[src/rtl/teg_pkg.sv]
package teg_pkg;
  typedef enum logic [1:0] {
    ST_IDLE  = 2'd0,
    ST_FETCH = 2'd1,
    ST_EXEC  = 2'd2
  } teg_state_e;

  localparam int CLS_XCHG  = 1;
  localparam int CLS_PUSH  = 2;
  localparam int CLS_MODB  = 3;
  localparam int CLS_MODH  = 4;
  localparam int CLS_MODW  = 5;

  localparam logic [1:0] CAUSE_NONE    = 2'd0;
  localparam logic [1:0] CAUSE_FAULT   = 2'd1;
  localparam logic [1:0] CAUSE_ILLEGAL = 2'd2;
endpackage

[src/rtl/teg_legal_chk.sv]
module teg_legal_chk
  import teg_pkg::*;
#(
  parameter int CLS_W = 3
) (
  input  logic             is_trap_i,
  input  logic [CLS_W-1:0] cls_i,
  output logic             legal_o
);
  localparam int NCLS = 1 << CLS_W;

  logic [NCLS-1:0] trap_ok;
  logic [NCLS-1:0] irq_ok;

  for (genvar g = 0; g < NCLS; g++) begin : g_cls
    assign trap_ok[g] = (g == CLS_XCHG) || (g == CLS_PUSH);
    assign irq_ok[g]  = trap_ok[g] || (g == CLS_MODB) ||
                        (g == CLS_MODH) || (g == CLS_MODW);
  end

  always_comb begin
    legal_o = is_trap_i ? trap_ok[cls_i] : irq_ok[cls_i];
  end
endmodule

[src/rtl/teg_seq_fsm.sv]
module teg_seq_fsm
  import teg_pkg::*;
(
  input  logic clk,
  input  logic rst_n,
  input  logic start_trap_i,
  input  logic start_irq_i,
  input  logic fetch_vld_i,
  input  logic legal_i,
  input  logic exec_done_i,
  input  logic fault_i,
  output logic is_trap_o,
  output logic open_o,
  output logic hit_illegal_o,
  output logic hit_fault_o
);
  teg_state_e state_q, state_d;
  logic       trap_q, trap_d;
  logic       kind_en;

  always_comb begin
    hit_illegal_o = (state_q == ST_FETCH) && fetch_vld_i && !legal_i;
    hit_fault_o   = (state_q != ST_IDLE) && fault_i;
    kind_en       = 1'b0;
    trap_d        = trap_q;
    state_d       = state_q;
    unique case (state_q)
      ST_IDLE: begin
        if (start_trap_i || start_irq_i) begin
          kind_en = 1'b1;
          trap_d  = start_trap_i;
          state_d = ST_FETCH;
        end
      end
      ST_FETCH: begin
        if (hit_illegal_o || hit_fault_o) state_d = ST_IDLE;
        else if (fetch_vld_i)             state_d = ST_EXEC;
      end
      ST_EXEC: begin
        if (hit_fault_o || exec_done_i) state_d = ST_IDLE;
      end
      default: state_d = ST_IDLE;
    endcase
  end

  always_ff @(posedge clk or negedge rst_n) begin
    if (!rst_n) begin
      state_q <= ST_IDLE;
      trap_q  <= 1'b0;
    end else begin
      state_q <= state_d;
      if (kind_en) trap_q <= trap_d;
    end
  end

  assign is_trap_o = trap_q;
  assign open_o    = (state_q != ST_IDLE);
endmodule

[src/rtl/teg_exc_reg.sv]
module teg_exc_reg
  import teg_pkg::*;
(
  input  logic       clk,
  input  logic       rst_n,
  input  logic       hit_illegal_i,
  input  logic       hit_fault_i,
  output logic       req_o,
  output logic [1:0] cause_o
);
  logic       req_d;
  logic [1:0] cause_d;

  always_comb begin
    req_d   = hit_illegal_i || hit_fault_i;
    if (hit_illegal_i)    cause_d = CAUSE_ILLEGAL;
    else if (hit_fault_i) cause_d = CAUSE_FAULT;
    else                  cause_d = CAUSE_NONE;
  end

  always_ff @(posedge clk or negedge rst_n) begin
    if (!rst_n) begin
      req_o   <= 1'b0;
      cause_o <= CAUSE_NONE;
    end else begin
      req_o   <= req_d;
      cause_o <= cause_d;
    end
  end
endmodule

[src/rtl/trap_entry_guard.sv]
module trap_entry_guard #(
  parameter int CLS_W = 3
) (
  input  logic             clk,
  input  logic             rst_n,
  input  logic             start_trap_i,
  input  logic             start_irq_i,
  input  logic             fetch_vld_i,
  input  logic [CLS_W-1:0] fetch_cls_i,
  input  logic             exec_done_i,
  input  logic             fault_i,
  output logic             win_open_o,
  output logic             exc_req_o,
  output logic [1:0]       exc_cause_o
);
  logic is_trap;
  logic legal;
  logic hit_illegal;
  logic hit_fault;

  teg_legal_chk #(.CLS_W(CLS_W)) u_legal (
    .is_trap_i (is_trap),
    .cls_i     (fetch_cls_i),
    .legal_o   (legal)
  );

  teg_seq_fsm u_fsm (
    .clk           (clk),
    .rst_n         (rst_n),
    .start_trap_i  (start_trap_i),
    .start_irq_i   (start_irq_i),
    .fetch_vld_i   (fetch_vld_i),
    .legal_i       (legal),
    .exec_done_i   (exec_done_i),
    .fault_i       (fault_i),
    .is_trap_o     (is_trap),
    .open_o        (win_open_o),
    .hit_illegal_o (hit_illegal),
    .hit_fault_o   (hit_fault)
  );

  teg_exc_reg u_exc (
    .clk           (clk),
    .rst_n         (rst_n),
    .hit_illegal_i (hit_illegal),
    .hit_fault_i   (hit_fault),
    .req_o         (exc_req_o),
    .cause_o       (exc_cause_o)
  );
endmodule

[config.mk]
export PLATFORM = sky130hd
export DESIGN_NAME = trap_entry_guard
export DESIGN_NICKNAME = d
export VERILOG_FILES = /design/src/rtl/teg_pkg.sv /design/src/rtl/teg_legal_chk.sv /design/src/rtl/teg_seq_fsm.sv /design/src/rtl/teg_exc_reg.sv /design/src/rtl/trap_entry_guard.sv
export SDC_FILE = /design/constraint.sdc
export NUM_CORES = 1
export LEC_CHECK = 0
export BUFFER_PORTS_ARGS = -buffer_cell sky130_fd_sc_hd__buf_2
export CAP_MARGIN = 25
export CORE_AREA = 2 2 39 41
export CTS_BUF_LIST = sky130_fd_sc_hd__clkbuf_8
export CTS_CLUSTER_DIAMETER = 60
export DETAILED_ROUTE_END_ITERATION = 8
export DIE_AREA = 0 0 41 43
export PLACE_DENSITY = 0.54
export REMOVE_ABC_BUFFERS = 1
export SLEW_MARGIN = 25
export SYNTH_ARGS = -nofsm -noshare
export SYNTH_HDL_FRONTEND = slang
export SYNTH_SLANG_ARGS = --single-unit
[constraint.sdc]
create_clock -name clk -period 1.4 [get_ports clk]
set_input_delay 0.07 -clock clk [delete_from_list [all_inputs] [get_ports clk]]
set_output_delay 0.07 -clock clk [all_outputs]
set_load 0.005 [all_outputs]
Yosys cells after proc, flatten, opt, wreduce, memory -nomap -nowiden
Memories as Yosys holds them, arrays and structs flattened.
Cells that the tools add are included.
- output and inout port bits: 4
- memories kept: 2
- input port bits: 10
- word-level logic and storage cells: 35
- memory bits (read-only): 16
- flip-flop bits (word level): 6
- memory list (memory ; words ; width ; read ports ; clocked after memory_dff ; wr ports ; line ; source):
    (no name shown) ; 8 ; 1 ; 1 ; 0 ; 0 ; teg_legal_chk.sv:22 ; legal_o = is_trap_i ? trap_ok[cls_i] : irq_ok[cls_i];
    (no name shown) ; 8 ; 1 ; 1 ; 0 ; 0 ; teg_legal_chk.sv:22 ;
- equality and inequality tests: 5
- order comparisons: 1
- reductions and logical operators: 11
- multiplexer cells: 12
- operators with widths (kind ; count):
    2-to-1 mux 2 bit ; 5
    2-to-1 mux 1 bit ; 6
    case mux 2 bit (3 select lines) ; 1
    AND reduction 3 bit ; 2
    < comparator 3 x 4 -> 1 bit, second input constant ; 1
    inequality test 2 x 1 -> 1 bit, second input constant ; 2
    logical AND 1 bit ; 3
    logical OR 1 bit ; 3
    inequality test 3 x 2 -> 1 bit, second input constant ; 1
    == test 2 x 1 -> 1 bit, second input constant ; 1
    == test 2 bit, second input constant ; 1
    logical NOT 2 bit ; 1
    nonzero test 2 bit ; 1
    logical NOT 1 bit ; 1

Depth between registers and ports, before layout
Gate-level depths: netlist (run 1).
- depth after elaboration: 8
- gate-level depth with buffers: 6
- mapped depth without buffers: 6

By module
Synthesis (run 1) repeated with hierarchy kept, for this count alone.
- cells, all modules: 31
- area total of the unflattened synthesis: 309.0 um^2
- by module, submodules not included (module ; cells an instance ; area an instance (um^2) ; seq. area each (um^2) ; instances):
    teg_seq_fsm ; 19 ; 177.7 ; 75.1 ; 1
    teg_exc_reg ; 5 ; 87.6 ; 75.1 ; 1
    teg_legal_chk ; 7 ; 43.8 ; 0.0 ; 1

Least setup slack after synthesis (run 1)
OpenSTA, ideal clock, no wires.
- path type: register to register
- from: register u_fsm.trap_q (netlist: u_fsm.is_trap_o)
- to: register u_exc.req_o
- data required time: 1281 ps
- buffers on the path: 0
- path slack: 249 ps
- setup time: 119 ps
- clock period less this slack: 1151 ps
- cell stages (with the launch flop): 5
- arrival: 1032 ps
- cells stage by stage: dfrtp_1 -> nor2b_4 -> o32ai_2 -> nor3b_2 -> o21a_1
- word-level cells in the longest chain between the ends: 4
- ends and longest elaborated chain (item ; line ; source):
    from (decl) ; teg_seq_fsm.sv:18 ; logic trap_q, trap_d;
    from (signal assigned) ; teg_seq_fsm.sv:52 ; if (kind_en) trap_q <= trap_d;
    2-to-1 mux 1 bit ; teg_legal_chk.sv:22 ;
    logical NOT 1 bit ; teg_seq_fsm.sv:22 ; hit_illegal_o = (state_q == ST_FETCH) && fetch_vld_i && !legal_i;
    logical AND 1 bit ; teg_seq_fsm.sv:22 ;
    logical OR 1 bit ; teg_exc_reg.sv:15 ; req_d = hit_illegal_i || hit_fault_i;
    net u_exc.req_d ; teg_exc_reg.sv:11 ; logic req_d;
    to (signal assigned) ; teg_exc_reg.sv:26 ; req_o <= req_d;
    to (decl) ; teg_exc_reg.sv:8 ; output logic req_o,
The timed path passes the listed nets, and every way through them passes these cells.
A chain may end at the register's enable or synchronous reset.

Worst setup path in the final report (run 1)
Same ends and word-level chain as after synthesis.

==> results of run 1 <==
logic make-up (layout without fill, tap and decap cells):
| logic type | after synthesis | in the layout |
|---|---|---|
| buffers and inverters | 3 | 20 |
| and+or+nand+nor | 11 | 11 |
| AOI/OAI and AO/OA | 6 | 6 |
| adders and majority gates | 1 | 1 |
| DFF | 6 | 6 |
sequential cells by signal (all words and copies together), names as in the netlist:
register / cells
u_exc.req_o: 1
u_exc.cause_o: 2
u_fsm.state_q: 2
u_fsm.is_trap_o: 1
per-stage QoR:
step / instances / worst slack [ps]
final: 60 / 151.7
after global routing: 60 / 48.29
after CTS: 60 / 135.5
after detailed placement: 56 / 116.9
after global placement: 56 / 124.4
after floorplan: 27 / 249.3
placed cells by master, fill, tap and decap left out:
master / Yosys / routed
nand2b_1: 1 / 1
nor2_1: 2 / 2
a22o_1: 1 / 1
clkbuf_8: 0 / 3
and2_1: 1 / 1
o21ai_0: 1 / 1
nor2b_1: 1 / 1
nor2b_4: 1 / 1
dlygate4sd3_1: 0 / 1
buf_2: 0 / 13
or3b_1: 1 / 1
o31ai_1: 1 / 1
nor3b_2: 2 / 2
dfrtp_1: 6 / 6
a21oi_1: 1 / 1
nand4b_1: 1 / 1
o32ai_2: 1 / 1
ha_1: 1 / 1
inv_1: 3 / 3
nand2_1: 1 / 1
o21a_1: 1 / 1
cell type report:
type	instances	area [um2]
Tap cell	16	20.02
Sequential cell	6	150.1
Multi-Input combinational cell	18	148.9
Timing Repair Buffer	14	75.07
Clock buffer	3	41.29
Inverter	3	11.26
Fill cell	147	937.1
path summary, 6_finish.rpt:
path | startpoint | end
setup / recovery | u_fsm.is_trap_o | u_exc.req_o
hold / removal | fault_i | u_fsm.state_q[1]
setup reg to reg | u_fsm.is_trap_o | u_exc.req_o
hold reg to reg | u_fsm.state_q[1] | u_fsm.state_q[0]
max in group asynchronous | rst_n | u_fsm.is_trap_o
min in group asynchronous | rst_n | u_exc.cause_o[1]
power by group:
group / leakage (nW) / internal, W / switching [W]
sequential: 0.0756 / 0.000224 / 0.0000363
combinational: 0.127 / 0.000114 / 0.0000899
clock: 0.0216 / 0.000184 / 0.0000694
total: 0.224 / 0.000522 / 0.000196
layer usage:
layer / up-vias / global-route usage, % / wire length (um)
met3: 0 / 3.141 / 46
met4: 0 / 8.000 / 0
met2: 11 / 10.94 / 257
li1: 128 / - / -
met5: - / 0 / 0
met1: 112 / 11.69 / 273
==> flow_metrics.py, run 1 <==
metrics = {
    "critical_path": {
        "max_stage_delay_ps": 400,
        "cp_max_fo": 4,
        "crit_path_start_kind": "flip-flop",
        "reg2reg_depth": 4,
        "required_ps": 1500,
        "critical_path_arrival_ps": 1350,
        "crit_type": "reg2reg",
        "reg2reg_setup_slack_ps": 150,
        "crit_path_end_kind": "flip-flop",
        "cp_num_cells": 4,
        "slowest_stage": "dfrtp_1",
        "path_delay_family": "compound AO/OA/AOI/OAI gates",
        "crit_buf_inv": 0,
        "crit_chain": "nor2b_4 > o32ai_2 > nor3b_2 > o21a_1",
    },
    "logic_synthesis": {
        "synth_edf_count": 0,
        "synthMuxAreaShare_pct": 0,
        "synth-adder-area-share_pct": 4.032,
        "synth_compound_area_share_pct": 16.13,
        "postSynth.asyncResetShare_pct": 100.0,
        "avgSynthCellArea_um2": 11.49,
        "synth_common_cells": "dfrtp_1, inv_1, nor2_1, nor3b_2",
        "synth_top_area_share_pct": 48.39,
        "synth.yosys.seq_area_share_pct": 48.39,
        "synth_xor_area_share_pct": 0,
        "synth.cell_area_um2": 310.3,
        "yosys.area.top_type": "dfrtp_1",
        "synth-simple-area-share_pct": 27.82,
        "yosysMostFrequentCell": "dfrtp_1",
        "ys_warn_count": 0,
        "syn_inst": 27,
        "ys_types": 18,
        "ys_seq_elements": 6,
        "synth_area_leaders": "dfrtp_1, nor3b_2, o32ai_2",
        "synth_top_family_by_area": "simple AND/OR/NAND/NOR gates",
        "ys.flop_type": "dfrtp_1",
    },
    "clock_tree": {
        "clk_pin_slew_ps": 40,
        "htree_levels": 1,
        "cts_tree": "built",
        "cts_sinks": 6,
        "cts_resized": 0,
        "cts_setup_buffers": 0,
        "cts_root_buf": "clkbuf_8",
        "cts_max_path_buffers": 2,
        "cts_buffers": 3,
        "hold_buffers": 1,
        "clock_latency_ps": 220,
    },
    "die": {
        "row_count": 14,
        "die_height_um": 43,
        "initial_utilization_pct": 22.42,
        "ios": 14,
        "coreArea_mm2": 0.001384,
        "die_x_um": 41,
        "dieArea_mm2": 0.001763,
    },
    "final_layout": {
        "stdcell_area_um2": 446.7,
        "drive_above_1_share_pct": 45.45,
        "syn_to_final_growth_pct": 43.95,
        "antenna_cells": 0,
        "nets": 57,
        "utilization_pct": 32.28,
    },
    "timing": {
        "worst_slew_pin_slew_ps": 301.3,
        "hold_viol": 0,
        "timing.slew.headroom_pct": 79.84,
        "setup_viol": 0,
        "fin_crit_sh_pct": 89.16,
        "slew_viol_final": 0,
        "max_freq_mhz": 801.1,
        "min_period_ps": 1248,
        "rsz0062_at_grt": "no",
        "finalSetupTns_ps": 0,
        "hold_ws_ps": 51.86,
        "skew_ps": 1.595,
    },
    "global_routing": {
        "antenna_found_initial": 0,
        "first_global_vias": 252,
        "grt_overflow": 0,
        "grt_usage_pct": 8.963,
        "grt_max_degree": 7,
        "grt_pass1_wl_mm": 1.000,
    },
    "detailed_routing": {
        "dr.pass1.iters": 2,
        "totalWireLength_um": 577,
        "ant_nets": 0,
        "via_per_inst": 4.183,
        "wl_per_cell_um": 9.617,
        "drc": 0,
        "via_count": 251,
        "drt_iter0_markers": 2,
    },
    "power_and_ir_drop": {
        "p_per_area_mw_per_mm2": 1606,
        "ir_drop_uv": 541.0,
        "power_w": 0.0007174,
        "p_leak_nw": 0.2244,
    },
    "placement": {
        "dpl.hpwl_um": 472.6,
        "dpl_cell_area_um2": 395.4,
        "io_buffers": 13,
        "gp_congestion": 0.7041,
    },
    "min_path": {
        "hold_path_depth": 2,
        "hp-class": "in2reg",
    },
    "run": {
        "drv_cap": 0,
    },
    "outcome": {
        "status": "finished clean",
    },
}
Note: power is estimated with default switching activity, not from simulation.
==> inputs of run 2 (changes only) <==
--- a/config.mk
+++ b/config.mk
@@ -5,6 +5,7 @@
 export SDC_FILE = /design/constraint.sdc
 export NUM_CORES = 1
 export LEC_CHECK = 0
+export ABC_AREA = 1
 export BUFFER_PORTS_ARGS = -buffer_cell sky130_fd_sc_hd__buf_2
 export CAP_MARGIN = 25
 export CORE_AREA = 2 2 39 41
@@ -12,8 +13,9 @@
 export CTS_CLUSTER_DIAMETER = 60
 export DETAILED_ROUTE_END_ITERATION = 8
 export DIE_AREA = 0 0 41 43
-export PLACE_DENSITY = 0.54
+export PLACE_DENSITY = 0.57
 export REMOVE_ABC_BUFFERS = 1
+export SETUP_SLACK_MARGIN = 0.5
 export SLEW_MARGIN = 25
 export SYNTH_ARGS = -nofsm -noshare
 export SYNTH_HDL_FRONTEND = slang
==> run 2 against run 1 <==
Combinational power is 96% higher. Sequential share of layout area is 3.9 points lower. Largest cell class is now multi-input combinational cells. Clock power is 2% higher. Final area is 13% higher. Routed wire length is 8.3% higher. Via count is 20% higher. First-iteration DRC count is 50% lower. Largest power group is now combinational logic. Flip-flop and latch count stayed put.
==> flow_metrics.py, run 2 <==
metrics = {
    "outcome": {
        "status": "finished clean",
    },
    "final_layout": {
        "final_common_cell": "buf_2",
        "fin_cells": 72,
        "fillerInstances": 143,
        "syn_to_final_growth_pct": 48.53,
        "utilization_pct": 36.53,
        "top_regs": "u_exc.cause_o (2), u_fsm.state_q (2)",
        "final_cell_mix": "buf_2, dfrtp_1, inv_1",
        "nets": 69,
        "drive_above_1_share_pct": 57.14,
        "antenna_cells": 0,
    },
    "logic_synthesis": {
        "synth_top_area_share_pct": 44.12,
        "synth_area_leaders": "dfrtp_1, nand2_4, nand3_2",
        "synth_common_cells": "dfrtp_1, inv_1",
        "ys.flop_type": "dfrtp_1",
        "synth.yosys.seq_area_share_pct": 44.12,
        "syn_inst": 37,
        "synth-adder-area-share_pct": 3.676,
        "yosys.area.top_type": "dfrtp_1",
        "yosysMostFrequentCell": "dfrtp_1",
        "synth_top_family_by_area": "simple AND/OR/NAND/NOR gates",
        "synth_compound_area_share_pct": 4.412,
        "ys_seq_elements": 6,
        "synth_edf_count": 0,
        "ys_types": 16,
        "synth_xor_area_share_pct": 0,
        "postSynth.asyncResetShare_pct": 100.0,
        "avgSynthCellArea_um2": 9.198,
        "synth-simple-area-share_pct": 37.87,
        "synthMuxAreaShare_pct": 0,
        "synth.cell_area_um2": 340.3,
        "ys_warn_count": 0,
    },
    "timing": {
        "finalSetupTns_ps": 0,
        "timing.slew.headroom_pct": 89.24,
        "slew_viol_final": 0,
        "hold_viol": 0,
        "setup_viol": 0,
        "skew_ps": 0.3386,
        "min_period_ps": 965.7,
        "max_freq_mhz": 1036,
        "fin_crit_sh_pct": 68.98,
        "worst_slew_pin_slew_ps": 160.8,
        "rsz0062_at_grt": "yes",
    },
    "detailed_routing": {
        "wl_per_cell_um": 8.681,
        "totalWireLength_um": 625,
        "drt_iter0_markers": 1,
        "via_count": 300,
        "ant_nets": 0,
        "dr.pass1.iters": 2,
        "via_per_inst": 4.167,
        "drc": 0,
    },
    "global_routing": {
        "antenna_found_initial": 0,
        "grt_usage_pct": 9.859,
        "grt_pass1_wl_mm": 1.097,
        "first_global_vias": 278,
        "grt_max_degree": 7,
        "grt_overflow": 0,
    },
    "die": {
        "initial_utilization_pct": 24.59,
        "row_count": 14,
        "dieArea_mm2": 0.001763,
        "die_height_um": 43,
        "die_x_um": 41,
        "ios": 14,
        "coreArea_mm2": 0.001384,
    },
    "min_path": {
        "hp-class": "in2reg",
    },
    "placement": {
        "gp_congestion": 0.7818,
        "dpl.hpwl_um": 507,
        "place_inst": 66,
        "io_buffers": 13,
    },
    "critical_path": {
        "critical_path_arrival_ps": 900,
        "crit_path_end_kind": "output pin",
        "reg2reg_setup_slack_ps": 460,
        "crit_path_start_kind": "flip-flop",
        "crit_type": "reg2out",
        "cp_max_fo": 4,
        "required_ps": 1330,
    },
    "clock_tree": {
        "cts_root_buf": "clkbuf_8",
        "cts_max_path_buffers": 2,
        "cts_tree": "built",
        "htree_levels": 1,
        "cts_sinks": 6,
        "clock_latency_ps": 220,
        "clk_pin_slew_ps": 40,
        "cts_buffers": 3,
    },
    "power_and_ir_drop": {
        "p_leak_nw": 0.2755,
        "internal_power_w": 0.0006208,
        "p_clk_share_pct": 27.7,
        "ir_drop_uv": 883.1,
        "swShare_pct": 33.33,
        "p_switching_w": 0.0003103,
        "combPwrFrac_pct": 43.0,
        "p_per_area_mw_per_mm2": 1842,
        "seqPwrFrac_pct": 29.4,
    },
    "run": {
        "drv_cap": 0,
    },
}
==> run 2: path summary, 6_finish.rpt <==
check                                      start  depth (start not counted)          endpoint
min in group asynchronous                  rst_n                          2   u_fsm.is_trap_o
worst min-delay path                start_trap_i                          3   u_fsm.is_trap_o
worst max register to register  u_fsm.state_q[0]                          6  u_fsm.state_q[1]
worst min register to register  u_fsm.state_q[1]                          2  u_fsm.state_q[1]
worst max-delay path            u_fsm.state_q[0]                          3        win_open_o
max in group asynchronous                  rst_n                          2  u_exc.cause_o[1]
==> run 2: kinds of logic (layout without fill, tap and decap cells) <==
| kind of cell | after synthesis | after routing |
|---|---|---|
| AOI/OAI and AO/OA | 3 | 3 |
| adders and majority gates | 1 | 1 |
| buffers and inverters | 9 | 28 |
| and+or+nand+nor | 18 | 18 |
| DFF | 6 | 6 |
==> run 2: area by class of cell <==
| type | instances | area (um2) | area share, % |
|---|---|---|---|
| timing repair buffer | 16 | 100.1 | 19.80 |
| clock buffer | 3 | 41.29 | 8.168 |
| tap | 16 | 20.02 | 3.960 |
| inverter | 9 | 33.78 | 6.683 |
| multi-input combinational | 22 | 160.2 | 31.68 |
| sequential | 6 | 150.1 | 29.70 |
==> run 2: power groups by stage <==
stage / clock [W] / combinational, W / sequential (W)
final: 0.000258 / 0.000400 / 0.000273
after global routing: 0.000278 / 0.000451 / 0.000283
after CTS: 0.000266 / 0.000388 / 0.000273
after detailed placement: 0 / 0.000313 / 0.000275
after global placement: 0 / 0.000312 / 0.000273
after floorplan: 0 / 0.000217 / 0.000278
==> run 2: through the flow <==
stage               hold slack, ps  power (W)  setup WS [ps]  cell area [um2]
floorplan                   -225.6  0.0004952          580.3            340.3
global placement            -97.85  0.0005854          498.8            425.4
detailed placement          -94.94  0.0005881          492.7            425.4
CTS                          85.27  0.0009270          430.6            498.0
global route                 121.5   0.001012          388.8            505.5
finish                       81.98  0.0009311          434.3            505.5
==> run 2: what timing repair did <==
item                                    CTS  global route
resized for setup                         1             2
endpoints found under the hold margin     6             0
buffers inserted                          2             0
pin swaps                                 1             3
hold buffers                              1             0
endpoints found under the setup margin    1             5
==> run 2: critical path, stage by stage, from the launching register on <==
cell and delay (ps):
dfrtp_1 400, inv_2 90, nand2_4 70, buf_6 110
==> run 2: per-layer routing <==
metal	vias up	share of wire, %	track usage (%)
li1	153	-	-
met1	135	41	10.68
met2	12	47	12.81
met3	0	12	6.283
met4	0	0	8.000
met5	-	0	0
